`config.mk`:
```
export PLATFORM = sky130hd
export DESIGN_NAME = cfg_route_top
export DESIGN_NICKNAME = d
export VERILOG_FILES = /design/src/rtl/cfgRoutePkg.sv /design/src/rtl/cfgRouteCtrl.sv /design/src/rtl/cfgRouteDp.sv /design/src/rtl/cfg_route_top.sv
export SDC_FILE = /design/constraint.sdc
export NUM_CORES = 1
export LEC_CHECK = 0
export CORE_UTILIZATION = 38
export DETAILED_ROUTE_END_ITERATION = 7
export GPL_ROUTABILITY_DRIVEN = 0
export PLACE_DENSITY = 0.94
export SLEW_MARGIN = 20
export SYNTH_ARGS = -nofsm -noshare
export SYNTH_HDL_FRONTEND = slang
export SYNTH_SLANG_ARGS = --single-unit
export TNS_END_PERCENT = 5
```
`constraint.sdc`:
```
create_clock -name clk -period 3.5 [get_ports clk]
set_input_delay 0.7 -clock clk [delete_from_list [all_inputs] [get_ports clk]]
set_output_delay 0.7 -clock clk [all_outputs]
set_load 0.02 [all_outputs]
```
`src/rtl/cfgRoutePkg.sv`:
```
package cfgRoutePkg;
  typedef enum logic [1:0] {
    ST_OK       = 2'd0,
    ST_NOTFOUND = 2'd1,
    ST_BADREG   = 2'd2
  } statusE;

  typedef enum logic [1:0] {
    TG_LOCAL = 2'd0,
    TG_TYPE0 = 2'd1,
    TG_TYPE1 = 2'd2,
    TG_NONE  = 2'd3
  } targetE;

  typedef struct packed {
    logic load;    // capture a new decision
    logic retire;  // response taken, nothing new
  } ctrlStrobeS;
endpackage

```
`src/rtl/cfgRouteCtrl.sv`:
```
module cfgRouteCtrl
  import cfgRoutePkg::*;
(
  input  logic       clk,
  input  logic       rstN,
  input  logic       reqValid,
  output logic       reqReady,
  output logic       rspValid,
  input  logic       rspReady,
  output ctrlStrobeS strobe
);
  logic busy;
  logic accept;

  assign reqReady = !busy || rspReady;
  assign accept   = reqValid && reqReady;
  assign rspValid = busy;

  always_comb begin
    strobe.load   = accept;
    strobe.retire = busy && rspReady && !accept;
  end

  always_ff @(posedge clk or negedge rstN) begin
    if (!rstN) begin
      busy <= 1'b0;
    end else if (accept) begin
      busy <= 1'b1;
    end else if (rspReady) begin
      busy <= 1'b0;
    end
  end
endmodule

```
`src/rtl/cfgRouteDp.sv`:
```
module cfgRouteDp
  import cfgRoutePkg::*;
#(
  parameter int BUS_W  = 8,
  parameter int DEV_W  = 5,
  parameter int FN_W   = 3,
  parameter int OFF_W  = 12,
  parameter int DATA_W = 32
) (
  input  logic              clk,
  input  logic              rstN,
  input  ctrlStrobeS        strobe,
  input  logic              reqWrite,
  input  logic [BUS_W-1:0]  reqBus,
  input  logic [DEV_W-1:0]  reqDev,
  input  logic [FN_W-1:0]   reqFunc,
  input  logic [OFF_W-1:0]  reqOffset,
  input  logic [2:0]        reqSize,
  input  logic              linkUp,
  input  logic [BUS_W-1:0]  rootBusNum,
  input  logic [BUS_W-1:0]  secBusNum,
  output logic              rspWrite,
  output statusE            rspStatus,
  output targetE            rspTarget,
  output logic [DATA_W-1:0] rspRdata,
  output logic [DATA_W-1:0] rspRouteId,
  output logic [DATA_W/8-1:0] rspByteEn
);
  localparam int ID_W  = BUS_W + DEV_W + FN_W;
  localparam int PAD_W = DATA_W - ID_W;
  localparam int LANES = DATA_W / 8;

  logic onRoot, onSec, notFound, sizeOk, misalign;
  logic [2:0] sizeMask;
  statusE nxtStatus;
  targetE nxtTarget;
  logic [DATA_W-1:0] nxtRdata, nxtRouteId;
  logic [LANES-1:0] nxtByteEn;
  logic [3:0] laneLo, laneHi;

  always_comb begin
    onRoot   = (reqBus == rootBusNum);
    onSec    = (reqBus == secBusNum) && !onRoot;
    notFound = (!onRoot && !linkUp) || ((onRoot || onSec) && (reqDev != '0));
    sizeOk   = (reqSize == 3'd1) || (reqSize == 3'd2) || (reqSize == 3'd4);
    sizeMask = reqSize - 3'd1;
    misalign = |(reqOffset[2:0] & sizeMask);

    if (notFound)               nxtStatus = ST_NOTFOUND;
    else if (!sizeOk || misalign) nxtStatus = ST_BADREG;
    else                        nxtStatus = ST_OK;

    if (nxtStatus != ST_OK) nxtTarget = TG_NONE;
    else if (onRoot)        nxtTarget = TG_LOCAL;
    else if (onSec)         nxtTarget = TG_TYPE0;
    else                    nxtTarget = TG_TYPE1;

    nxtRdata = (nxtStatus == ST_NOTFOUND && !reqWrite) ? '1 : '0;

    if (nxtTarget == TG_TYPE0 || nxtTarget == TG_TYPE1)
      nxtRouteId = {reqBus, reqDev, reqFunc, {PAD_W{1'b0}}};
    else
      nxtRouteId = '0;

    laneLo = {2'b00, reqOffset[1:0]};
    laneHi = laneLo + {1'b0, reqSize};
  end

  for (genvar lane = 0; lane < LANES; lane++) begin : g_lane
    localparam logic [3:0] LANE_IDX = 4'(lane);
    assign nxtByteEn[lane] = (nxtStatus == ST_OK) &&
                             (LANE_IDX >= laneLo) && (LANE_IDX < laneHi);
  end

  always_ff @(posedge clk or negedge rstN) begin
    if (!rstN) begin
      rspWrite   <= 1'b0;
      rspStatus  <= ST_OK;
      rspTarget  <= TG_NONE;
      rspRdata   <= '0;
      rspRouteId <= '0;
      rspByteEn  <= '0;
    end else if (strobe.load) begin
      rspWrite   <= reqWrite;
      rspStatus  <= nxtStatus;
      rspTarget  <= nxtTarget;
      rspRdata   <= nxtRdata;
      rspRouteId <= nxtRouteId;
      rspByteEn  <= nxtByteEn;
    end else if (strobe.retire) begin
      rspWrite   <= 1'b0;
      rspStatus  <= ST_OK;
      rspTarget  <= TG_NONE;
      rspRdata   <= '0;
      rspRouteId <= '0;
      rspByteEn  <= '0;
    end
  end
endmodule

```
`src/rtl/cfg_route_top.sv`:
```
module cfg_route_top
  import cfgRoutePkg::*;
#(
  parameter int BUS_W  = 8,
  parameter int DEV_W  = 5,
  parameter int FN_W   = 3,
  parameter int OFF_W  = 12,
  parameter int DATA_W = 32
) (
  input  logic              clk,
  input  logic              rstN,
  input  logic              reqValid,
  output logic              reqReady,
  input  logic              reqWrite,
  input  logic [BUS_W-1:0]  reqBus,
  input  logic [DEV_W-1:0]  reqDev,
  input  logic [FN_W-1:0]   reqFunc,
  input  logic [OFF_W-1:0]  reqOffset,
  input  logic [2:0]        reqSize,
  input  logic              linkUp,
  input  logic [BUS_W-1:0]  rootBusNum,
  input  logic [BUS_W-1:0]  secBusNum,
  output logic              rspValid,
  input  logic              rspReady,
  output logic              rspWrite,
  output logic [1:0]        rspStatus,
  output logic [1:0]        rspTarget,
  output logic [DATA_W-1:0] rspRdata,
  output logic [DATA_W-1:0] rspRouteId,
  output logic [DATA_W/8-1:0] rspByteEn
);
  ctrlStrobeS strobe;
  statusE     statusQ;
  targetE     targetQ;

  cfgRouteCtrl u_ctrl (
    .clk(clk), .rstN(rstN), .reqValid(reqValid), .reqReady(reqReady),
    .rspValid(rspValid), .rspReady(rspReady), .strobe(strobe)
  );

  cfgRouteDp #(
    .BUS_W(BUS_W), .DEV_W(DEV_W), .FN_W(FN_W), .OFF_W(OFF_W), .DATA_W(DATA_W)
  ) u_dp (
    .clk(clk), .rstN(rstN), .strobe(strobe), .reqWrite(reqWrite),
    .reqBus(reqBus), .reqDev(reqDev), .reqFunc(reqFunc),
    .reqOffset(reqOffset), .reqSize(reqSize), .linkUp(linkUp),
    .rootBusNum(rootBusNum), .secBusNum(secBusNum), .rspWrite(rspWrite),
    .rspStatus(statusQ), .rspTarget(targetQ), .rspRdata(rspRdata),
    .rspRouteId(rspRouteId), .rspByteEn(rspByteEn)
  );

  assign rspStatus = statusQ;
  assign rspTarget = targetQ;
endmodule

```
==> metrics.csv, run 1 <==
metric,value,unit
H-tree Lvls,1,
post-synthesis mux area share,0,%
pins over their slew limit,0,
Hold Buf Count CTS,0,
Final Total Pwr,815.7,uW
drt first-iter violations,49,
CP max FO,11,
die footprint,4987,um2
layout cells sized above 1,4.418,%
RSZ-0062 raised after global routing,false,
status,"complete, but fails checks",
number of synthesized flops with an enable pin,0,
Synth Area in XOR/XNOR,7.832,%
mapped cell area,1789,um2
GRT Overall Usage,17.51,%
CTS Root Cell,clkbuf_8,
Layout area overhead,46.78,%
antenna-violating nets left,0,
type of the most critical hold path,flop to flop,
Via density,4.874,
Tmin final,2.891,ns
failing checks,design-rule violations,
Detailed Place HPWL,3.434,mm
vias post-DR,1467,
kind of critical path,primary input to flop,
"IR drop worst, VDD",0.1883,mV
Yosys cell types,35,
Crit. End Element,flop,
final wirelength,4.297,mm
final core utilization,59.09,%
Pre-antenna DRT Iters,6,
Avg Inst Size Synth,10.17,um2
final hold violation count,0,
sequential fraction of the synthesis area,37.90,%
Sum Neg Setup Slack,0,ns
Initial Util,40.26,%
compound-gate portion of the synthesized area,17.55,%
Routed WL per cell,14.28,um
drt drc,26,
Worst Skew,0.001841,ns
Die W,70.62,um
CTS resizes,0,
Final period util,82.60,%
Die H,70.62,um
Post-CTS Setup Bufs,0,
crit start category,primary input,
n_diodes,0,
fmax,345.9,MHz
CTS tree,built,
Synth Area in Adders,6.014,%
largest net degree at the start of global routing,34,
max_cap viols,0,
post-synthesis cell count,176,
vias in the first global route,1382,
I/O pin count,128,
CP required,3.73,ns
"leading cell type in the layout, fill and taps excluded",clkdlybuf4s50_1,
antenna violations before repair,0,
largest family of logic cells by synthesized area,buffers and inverters,
first-pass GRT wire length,6.727,mm
Worst slew margin,46.48,%
WP data arrival,3.12,ns
CTS max path bufs,2,
IO Port Bufs,102,
Synth Area in Simple Gates,8.601,%
Post-synth ARST share,100.0,%
"commonest non-fill, non-tap cells in the layout","102 x clkdlybuf4s50_1, 25 x dfrtp_1, 17 x a22o_1",
Syn. warnings,0,
Leakage,0.001103,uW
CTS Buf Count,3,
top_reg_cell synth,dfrtp_1,
PD cells,310.6,nW/um2
clk_lat worst skew,0.28,ns
Core Area,4444,um2
Std-Cell Rows,24,
number of setup violations in the final report,0,
#FFs+latches synth,27,
# clock sinks,27,
GR Overflow Total,0,
clock slew at reported path FFs,0.10,ns
worst slew pin tran,0.8027,ns
final net count,311,
-- registers in the layout, summed over array words and instances, names as in the netlist --
| register | cells |
|---|---|
| u_ctrl.rspValid | 1 |
| u_dp.rspWrite | 1 |
| u_dp.rspRdata | 1 |
| u_dp.rspByteEn | 4 |
| u_dp.rspTarget | 2 |
| u_dp.rspStatus | 2 |
| u_dp.rspRouteId | 16 |
-- final cells by class --
cell class / instances / area, um2
clock buffers: 4 / 45.04
fillers: 390 / 1818
repair buffers: 105 / 1044
flip-flops and latches: 27 / 678.2
multi-input cells: 109 / 779.5
inverters: 4 / 15.01
well taps: 52 / 65.06
-- kinds of logic after synthesis --
logic type	after synthesis
AND/OR/NAND/NOR	28
XOR/XNOR	16
adder cells (fa/ha/maj)	8
other	1
flip-flops	27
buffers and inverters	55
AO/OA/AOI/OAI	41
-- layer usage --
layer  global-route usage [%]  wire, um  part of all wire, %
met1                    20.71      1656                   39
met2                    31.61      2221                   52
met3                    3.134       329                  7.7
met4                    6.889        90                  2.1
met5                        0         0                    0
-- worst paths after layout --
path / slack [ns] / startpoint / to / cells after the start
worst max-delay path: 0.61 / reqSize[0] / u_dp.rspRouteId[20] / 10
worst min-delay path: 0.50 / u_dp.rspStatus[0] / u_dp.rspStatus[0] / 2
worst max register to register: 1.39 / u_ctrl.rspValid / u_dp.rspRouteId[20] / 7
worst min register to register: 0.50 / u_dp.rspStatus[0] / u_dp.rspStatus[0] / 2
max in group asynchronous: 2.42 / rstN / u_dp.rspTarget[0] / 2
min in group asynchronous: 0.78 / rstN / u_dp.rspRouteId[22] / 2
-- worst max-delay path, cell delays in order --
cell	delay, ns
clkdlybuf4s50_1	0.54
inv_1	0.12
ha_1	0.29
nand2b_1	0.11
nand4_1	0.10
a211oi_1	0.32
o21ai_1	0.17
nor3b_4	0.35
buf_4	0.25
a22o_1	0.15
-- cell usage after synthesis (2+ instances only) --
cell type | instances | area share (%)
o31ai_1 | 2 | 0.84
xor2_1 | 8 | 3.9
nand2_1 | 9 | 1.9
nor4_1 | 2 | 0.70
nor2_1 | 6 | 1.3
inv_1 | 4 | 0.84
a22o_1 | 17 | 8.3
nand2b_1 | 3 | 1.0
dfrtp_1 | 25 | 35
o21ai_0 | 2 | 0.56
buf_4 | 47 | 20
xnor2_1 | 8 | 3.9
ha_1 | 7 | 4.9
a21oi_1 | 2 | 0.56
nand4_1 | 3 | 1.0
clkbuf_1 | 2 | 0.42
o22a_1 | 2 | 0.98
dfstp_2 | 2 | 2.9
o21a_1 | 4 | 1.7
o21ai_1 | 5 | 1.4
a32o_1 | 2 | 1.1
-- stage by stage --
| step | std cells | instance area, um2 | setup WS [ns] | hold slack [ns] |
|---|---|---|---|---|
| after floorplan | 191 | 1846 | 1.300 | 0.4044 |
| after global placement | 297 | 2581 | 0.3968 | 0.4682 |
| after detailed placement | 297 | 2581 | 0.3156 | 0.4807 |
| after CTS | 301 | 2626 | 0.6043 | 0.5035 |
| after global routing | 301 | 2626 | 0.4556 | 0.5213 |
| final | 301 | 2626 | 0.6089 | 0.4981 |
-- power by group --
| group | switching [uW] | internal, uW | leakage [uW] |
|---|---|---|---|
| Sequential | 14.4 | 325 | 0.000361 |
| Clock | 104 | 82.0 | 0.0000228 |
| Combinational | 145 | 144 | 0.000719 |
No activity file was read; power rests on OpenSTA's default activity.
==> inputs of run 2 (changes only) <==
- CORE_UTILIZATION: 38 -> 35
- PLACE_DENSITY: 0.94 -> 0.88
- clock period: 3.5 -> 2.7 ns (I/O delays scaled with it)
==> run 2 against run 1 <==
The flow now finishes without violations. Sequential share of layout area decreased by 0.95 points. Hold slack got worse by 0.0096 ns. Sequential cell count unchanged. Highest routed layer unchanged.
==> metrics.csv, run 2 (synthesis results as in run 1) <==
metric,value,unit,change
status,"finished, final reports clean",,"was complete, but fails checks"
Core Area,4817,um2,was 4444 um2
WP data arrival,2.69,ns,was 3.12 ns
crit start category,primary input,,unchanged
vias in the first global route,1438,,was 1382
CTS tree,built,,unchanged
Die H,73.50,um,was 70.62 um
CTS Root Cell,clkbuf_8,,unchanged
IO Port Bufs,102,,unchanged
"IR drop worst, VDD",0.2465,mV,was 0.1883 mV
Worst slew margin,31.99,%,was 46.48%
Initial Util,37.14,%,was 40.26%
antenna-violating nets left,0,,unchanged
"leading cell type in the layout, fill and taps excluded",clkdlybuf4s50_1,,unchanged
die footprint,5402,um2,was 4987 um2
I/O pin count,128,,unchanged
final net count,320,,was 311
PD cells,384.7,nW/um2,was 310.6 nW/um2
# clock sinks,27,,unchanged
layout cells sized above 1,8.140,%,was 4.418%
kind of critical path,primary input to flop,,unchanged
Pre-antenna DRT Iters,4,,was 6
Post-CTS Setup Bufs,0,,unchanged
Max stage delay on crit path,0.43,ns,was 0.54 ns
antenna violations before repair,0,,unchanged
Leakage,0.001153,uW,was 0.001103 uW
Tmin final,2.484,ns,
largest net degree at the start of global routing,28,,was 34
fmax,402.6,MHz,
Largest register FFs,16,,unchanged
first-pass GRT wire length,6.706,mm,was 6.727 mm
"Cell Chain, Critical Path",clkdlybuf4s50_1 -> inv_1 -> buf_4 -> ha_1 -> a2bb2oi_1 -> nor2_1 -> a211oi_1 -> buf_4 -> o21ai_1 -> nor3b_4 -> buf_12 -> a22o_1,,was clkdlybuf4s50_1 -> inv_1 -> ha_1 -> nand2b_1 -> nand4_1 -> a211oi_1 -> o21ai_1 -> nor3b_4 -> buf_4 -> a22o_1
Placed Cells,321,,was 297
pins over their slew limit,0,,unchanged
Detailed Place HPWL,3.381,mm,was 3.434 mm
Final period util,91.98,%,
CP required,2.91,ns,was 3.73 ns
Slowest cell on crit path,clkdlybuf4s50_1,,unchanged
GR Overflow Total,0,,unchanged
vias post-DR,1488,,was 1467
number of setup violations in the final report,0,,unchanged
"Largest delay share family, worst path",buffers and inverters,,unchanged
RSZ-0062 raised after global routing,false,,unchanged
largest register by flop count,u_dp.rspRouteId,,unchanged
final wirelength,4.170,mm,was 4.297 mm
Std-Cell Rows,25,,was 24
Layout area overhead,52.38,%,was 46.78%
area of the multi-input gates,779.5,um2,unchanged
Hold Buf Count CTS,0,,unchanged
Hold Slack,0.4885,ns,was 0.4981 ns
drt drc,0,,was 26
largest registers,"u_dp.rspRouteId (16), u_dp.rspByteEn (4)",,unchanged
H-tree Lvls,1,,unchanged
CTS max path bufs,2,,unchanged
Via density,4.578,,was 4.874
GRT Overall Usage,15.83,%,was 17.51%
type of the most critical hold path,flop to flop,,unchanged
CP max FO,13,,was 11
n_diodes,0,,unchanged
Routed WL per cell,12.83,um,was 14.28 um
"Top cell by count, worst path",buf_4,,
# fillers,412,,was 390
"Buf+Inv Stages, Crit Path",5,,was 3
CTS Buf Count,3,,unchanged
Final Total Pwr,1049,uW,was 815.7 uW
final hold violation count,0,,unchanged
worst slew pin tran,1.020,ns,was 0.8027 ns
clk_lat worst skew,0.26,ns,was 0.28 ns
clock slew at reported path FFs,0.09,ns,was 0.10 ns
final core utilization,56.60,%,was 59.09%
Reg area,678.2,um2,unchanged
Worst Skew,0.003126,ns,was 0.001841 ns
Die W,73.50,um,was 70.62 um
"commonest non-fill, non-tap cells in the layout","102 x clkdlybuf4s50_1, 25 x dfrtp_1, 17 x a22o_1",,unchanged
drt first-iter violations,26,,was 49
Crit. End Element,flop,,unchanged
max_cap viols,0,,unchanged
CTS resizes,0,,unchanged
"Cell Count, Final, Fillers Out",325,,was 301
[run 2: changes by cell type in the layout (fill, tap and decap cells not counted), sizes merged]
| cell | delta |
|---|---|
| clkinv | +1 |
| clkbuf | -1 |
| buf | +9 |
[run 2: final timing paths]
| kind | start | endpoint | slack [ns] | depth (start not counted) |
|---|---|---|---|---|
| worst min register to register | u_dp.rspStatus[0] | u_dp.rspStatus[0] | 0.49 | 2 |
| worst min-delay path | u_dp.rspStatus[0] | u_dp.rspStatus[0] | 0.49 | 2 |
| max in group asynchronous | rstN | u_dp.rspTarget[0] | 1.76 | 2 |
| worst max-delay path | reqSize[1] | u_dp.rspRouteId[22] | 0.22 | 12 |
| worst max register to register | u_ctrl.rspValid | u_dp.rspRouteId[22] | 0.86 | 8 |
| min in group asynchronous | rstN | u_dp.rspByteEn[3] | 0.64 | 2 |
[run 2: worst reg2reg max path, cell delays in order, from the launching register on]
cell and delay, ns:
dfrtp_1 0.44, nand2b_1 0.15, nand4_1 0.10, a211oi_1 0.24, buf_4 0.17, o21ai_1 0.10, nor3b_4 0.27, buf_12 0.17
a22o_1 0.14
[run 2: area by class of cell]
type	instances	share of cell area [%]
Clock inverter	1	0.1836
Sequential cell	27	24.87
Inverter	4	0.5507
Timing Repair Buffer	114	41.21
Tap cell	67	3.075
Clock buffer	3	1.514
Multi-Input combinational cell	109	28.59
[run 2: stage by stage]
step | worst slack (ns) | area, um2 | setup TNS, ns
6_report | 0.2164 | 2726 | 0
5_1_grt | 0.07106 | 2726 | 0
4_1_cts | 0.1899 | 2726 | 0
3_5_place_dp | -0.06899 | 2680 | -0.8206
3_3_place_gp | -0.0002840 | 2680 | -0.0004818
2_1_floorplan | 0.6597 | 1846 | 0
[run 2: metal layers]
layer	GRT usage, %	up-vias	wire [um]
met5	0	-	0
met4	2.564	0	35
met3	3.841	4	316
met2	29.87	76	2216
met1	18.18	695	1603
li1	-	713	-
[run 2: power breakdown]
| group | leakage (uW) | total, uW | switching [uW] | internal, uW |
|---|---|---|---|---|
| Sequential | 0.000361 | 434 | 12.0 | 422 |
| Combinational | 0.000767 | 391 | 195 | 196 |
| Clock | 0.0000255 | 224 | 121 | 103 |
==> inputs of run 3 (changes only) <==
- GPL_TIMING_DRIVEN: unset -> 0
==> run 3 against run 2 <==
Setup slack improved by 0.0066 ns. Critical path type unchanged. Largest power group unchanged. Die area did not move. Total power increased by 6.0%.
==> metrics.csv, run 3 (synthesis results as in run 1) <==
metric,value,unit,change
status,"finished, final reports clean",,unchanged
antenna violations before repair,0,,unchanged
Die W,73.50,um,unchanged
I/O pin count,128,,unchanged
Initial Util,37.14,%,unchanged
H-tree Lvls,1,,unchanged
n_diodes,0,,unchanged
Core Area,4817,um2,unchanged
largest register by flop count,u_dp.rspRouteId,,unchanged
max_cap viols,0,,unchanged
"commonest non-fill, non-tap cells in the layout","101 x clkdlybuf4s50_1, 48 x buf_4, 24 x dfrtp_1",,"was 102 x clkdlybuf4s50_1, 25 x dfrtp_1, 17 x a22o_1"
PD cells,370.7,nW/um2,was 384.7 nW/um2
first-pass GRT wire length,6.831,mm,was 6.706 mm
final net count,360,,was 320
# clock sinks,27,,unchanged
GR Overflow Total,0,,unchanged
kind of critical path,primary input to flop,,unchanged
Worst Skew,0.006636,ns,was 0.003126 ns
Leakage,0.001353,uW,was 0.001153 uW
clock network fraction of design power,20.8,%,was 21.3%
Via density,4.463,,was 4.578
switch share,30.69,%,was 31.28%
CTS Buf Count,3,,unchanged
r2r endpoint,u_dp.rspRouteId[29],,was u_dp.rspRouteId[22]
vias in the first global route,1497,,was 1438
type of the most critical hold path,primary input to async pin,,was flop to flop
vias post-DR,1629,,was 1488
top routing layer used,met4,,unchanged
switching power summed over all nets,341.2,uW,was 328.0 uW
number of setup violations in the final report,0,,unchanged
pins over their slew limit,0,,unchanged
met2 WL post-DR,2.250,mm,was 2.216 mm
worst r2r path cells,8,,unchanged
final core utilization,62.26,%,was 56.60%
antenna-violating nets left,0,,unchanged
RSZ-0062 raised after global routing,false,,unchanged
final wirelength,4.385,mm,was 4.170 mm
GRT Overall Usage,16.24,%,was 15.83%
Layout area overhead,67.62,%,was 52.38%
Hold Slack,0.2586,ns,was 0.4885 ns
CP max FO,10,,was 13
CTS tree,built,,unchanged
Routed WL per cell,12.01,um,was 12.83 um
CTS max path bufs,2,,unchanged
clk_lat worst skew,0.27,ns,was 0.26 ns
layout cells sized above 1,19.80,%,was 8.140%
Met3 Wirelength,376,um,was 316 um
Crit. End Element,flop,,unchanged
"IR drop worst, VDD",0.2007,mV,was 0.2465 mV
Worst slew margin,61.11,%,was 31.99%
Std-Cell Rows,25,,unchanged
drt first-iter violations,30,,was 26
crit start category,primary input,,unchanged
final hold violation count,0,,unchanged
Reg2Reg Setup Slack,0.88,ns,was 0.86 ns
CTS Root Cell,clkbuf_8,,unchanged
worst slew pin tran,0.5833,ns,was 1.020 ns
largest registers,"u_dp.rspRouteId (16), u_dp.rspByteEn (4)",,unchanged
Die H,73.50,um,unchanged
die footprint,5402,um2,unchanged
Hold Buf Count CTS,0,,unchanged
"leading cell type in the layout, fill and taps excluded",clkdlybuf4s50_1,,unchanged
combinational share of power,39.6,%,was 37.3%
WP data arrival,2.69,ns,about the same
Pre-antenna DRT Iters,4,,unchanged
clock slew at reported path FFs,0.09,ns,about the same
fmax,403.7,MHz,was 402.6 MHz
CP required,2.91,ns,about the same
Final period util,91.74,%,was 91.98%
Flop pwr share,39.7,%,was 41.4%
drt drc,0,,unchanged
Largest register FFs,16,,unchanged
worst r2r src,u_ctrl.rspValid,,unchanged
Int Power,770.5,uW,was 720.8 uW
largest net degree at the start of global routing,34,,was 28
IO Port Bufs,102,,unchanged
Detailed Place HPWL,3.594,mm,was 3.381 mm
M1 WL,1.703,mm,was 1.603 mm
Tmin final,2.477,ns,was 2.484 ns
==> run 3: how the worst max path moves through the flow <==
stage                          start                   to  slack (ns)  cells past startpoint
after floorplan           reqSize[0]  u_dp.rspRouteId[21]        0.66                      9
after global placement    reqSize[1]  u_dp.rspRouteId[22]       -0.22                     10
final                     reqSize[1]  u_dp.rspRouteId[29]        0.22                     10
after detailed placement  reqSize[1]  u_dp.rspRouteId[29]       -0.25                     10
after global routing      reqSize[1]  u_dp.rspRouteId[29]        0.07                     10
after CTS                 reqSize[1]  u_dp.rspRouteId[29]        0.06                     10
==> run 3: per-layer routing <==
| layer | vias to the layer above | GRT usage, % |
|---|---|---|
| li1 | 790 | - |
| met1 | 753 | 19.33 |
| met2 | 80 | 29.77 |
| met3 | 6 | 3.155 |
| met4 | 0 | 4.060 |
| met5 | - | 0 |
==> run 3: repair_timing <==
item                                   in CTS  in global routing
endpoints found under the hold margin       0                  0
buffers inserted                            0                  1
resized for setup                           0                  1
setup endpoints to repair                   0                 41
==> run 3: metrics by stage <==
| step | worst slack [ns] | total power, uW | cell area (um2) | TNS [ns] | std cells |
|---|---|---|---|---|---|
| detailed placement | -0.2512 | 892.6 | 2945 | -2.780 | 360 |
| global placement | -0.2210 | 885.0 | 2950 | -2.506 | 360 |
| finish | 0.2231 | 1112 | 2999 | 0 | 365 |
| floorplan | 0.6597 | 680.1 | 1846 | 0 | 191 |
| CTS | 0.05942 | 1123 | 2990 | 0 | 364 |
| global route | 0.07144 | 1170 | 2999 | 0 | 365 |
==> run 3: worst max-delay path, stage by stage <==
cell and delay (ns):
clkdlybuf4s50_1 0.56, inv_1 0.11, ha_1 0.27, nand2b_1 0.11, nand4_1 0.10, a211oi_1 0.26
o21ai_1 0.17, nor3b_4 0.25, buf_6 0.17, a22o_1 0.14
==> run 3: power groups by stage <==
stage / logic (uW) / clock network, uW / registers, uW
finish: 440 / 231 / 441
floorplan: 212 / 0 / 468
CTS: 445 / 237 / 441
global placement: 437 / 0 / 448
detailed placement: 443 / 0 / 449
global route: 472 / 254 / 445
==> run 3: cell type report <==
class / count / area, um2
clock buffer: 4 / 45.04
buffer: 51 / 376.6
inverter: 4 / 15.01
multi-input combinational: 109 / 775.7
timing repair buffer: 103 / 1023
sequential: 27 / 679.4
fill: 401 / 1818
tap: 67 / 83.83
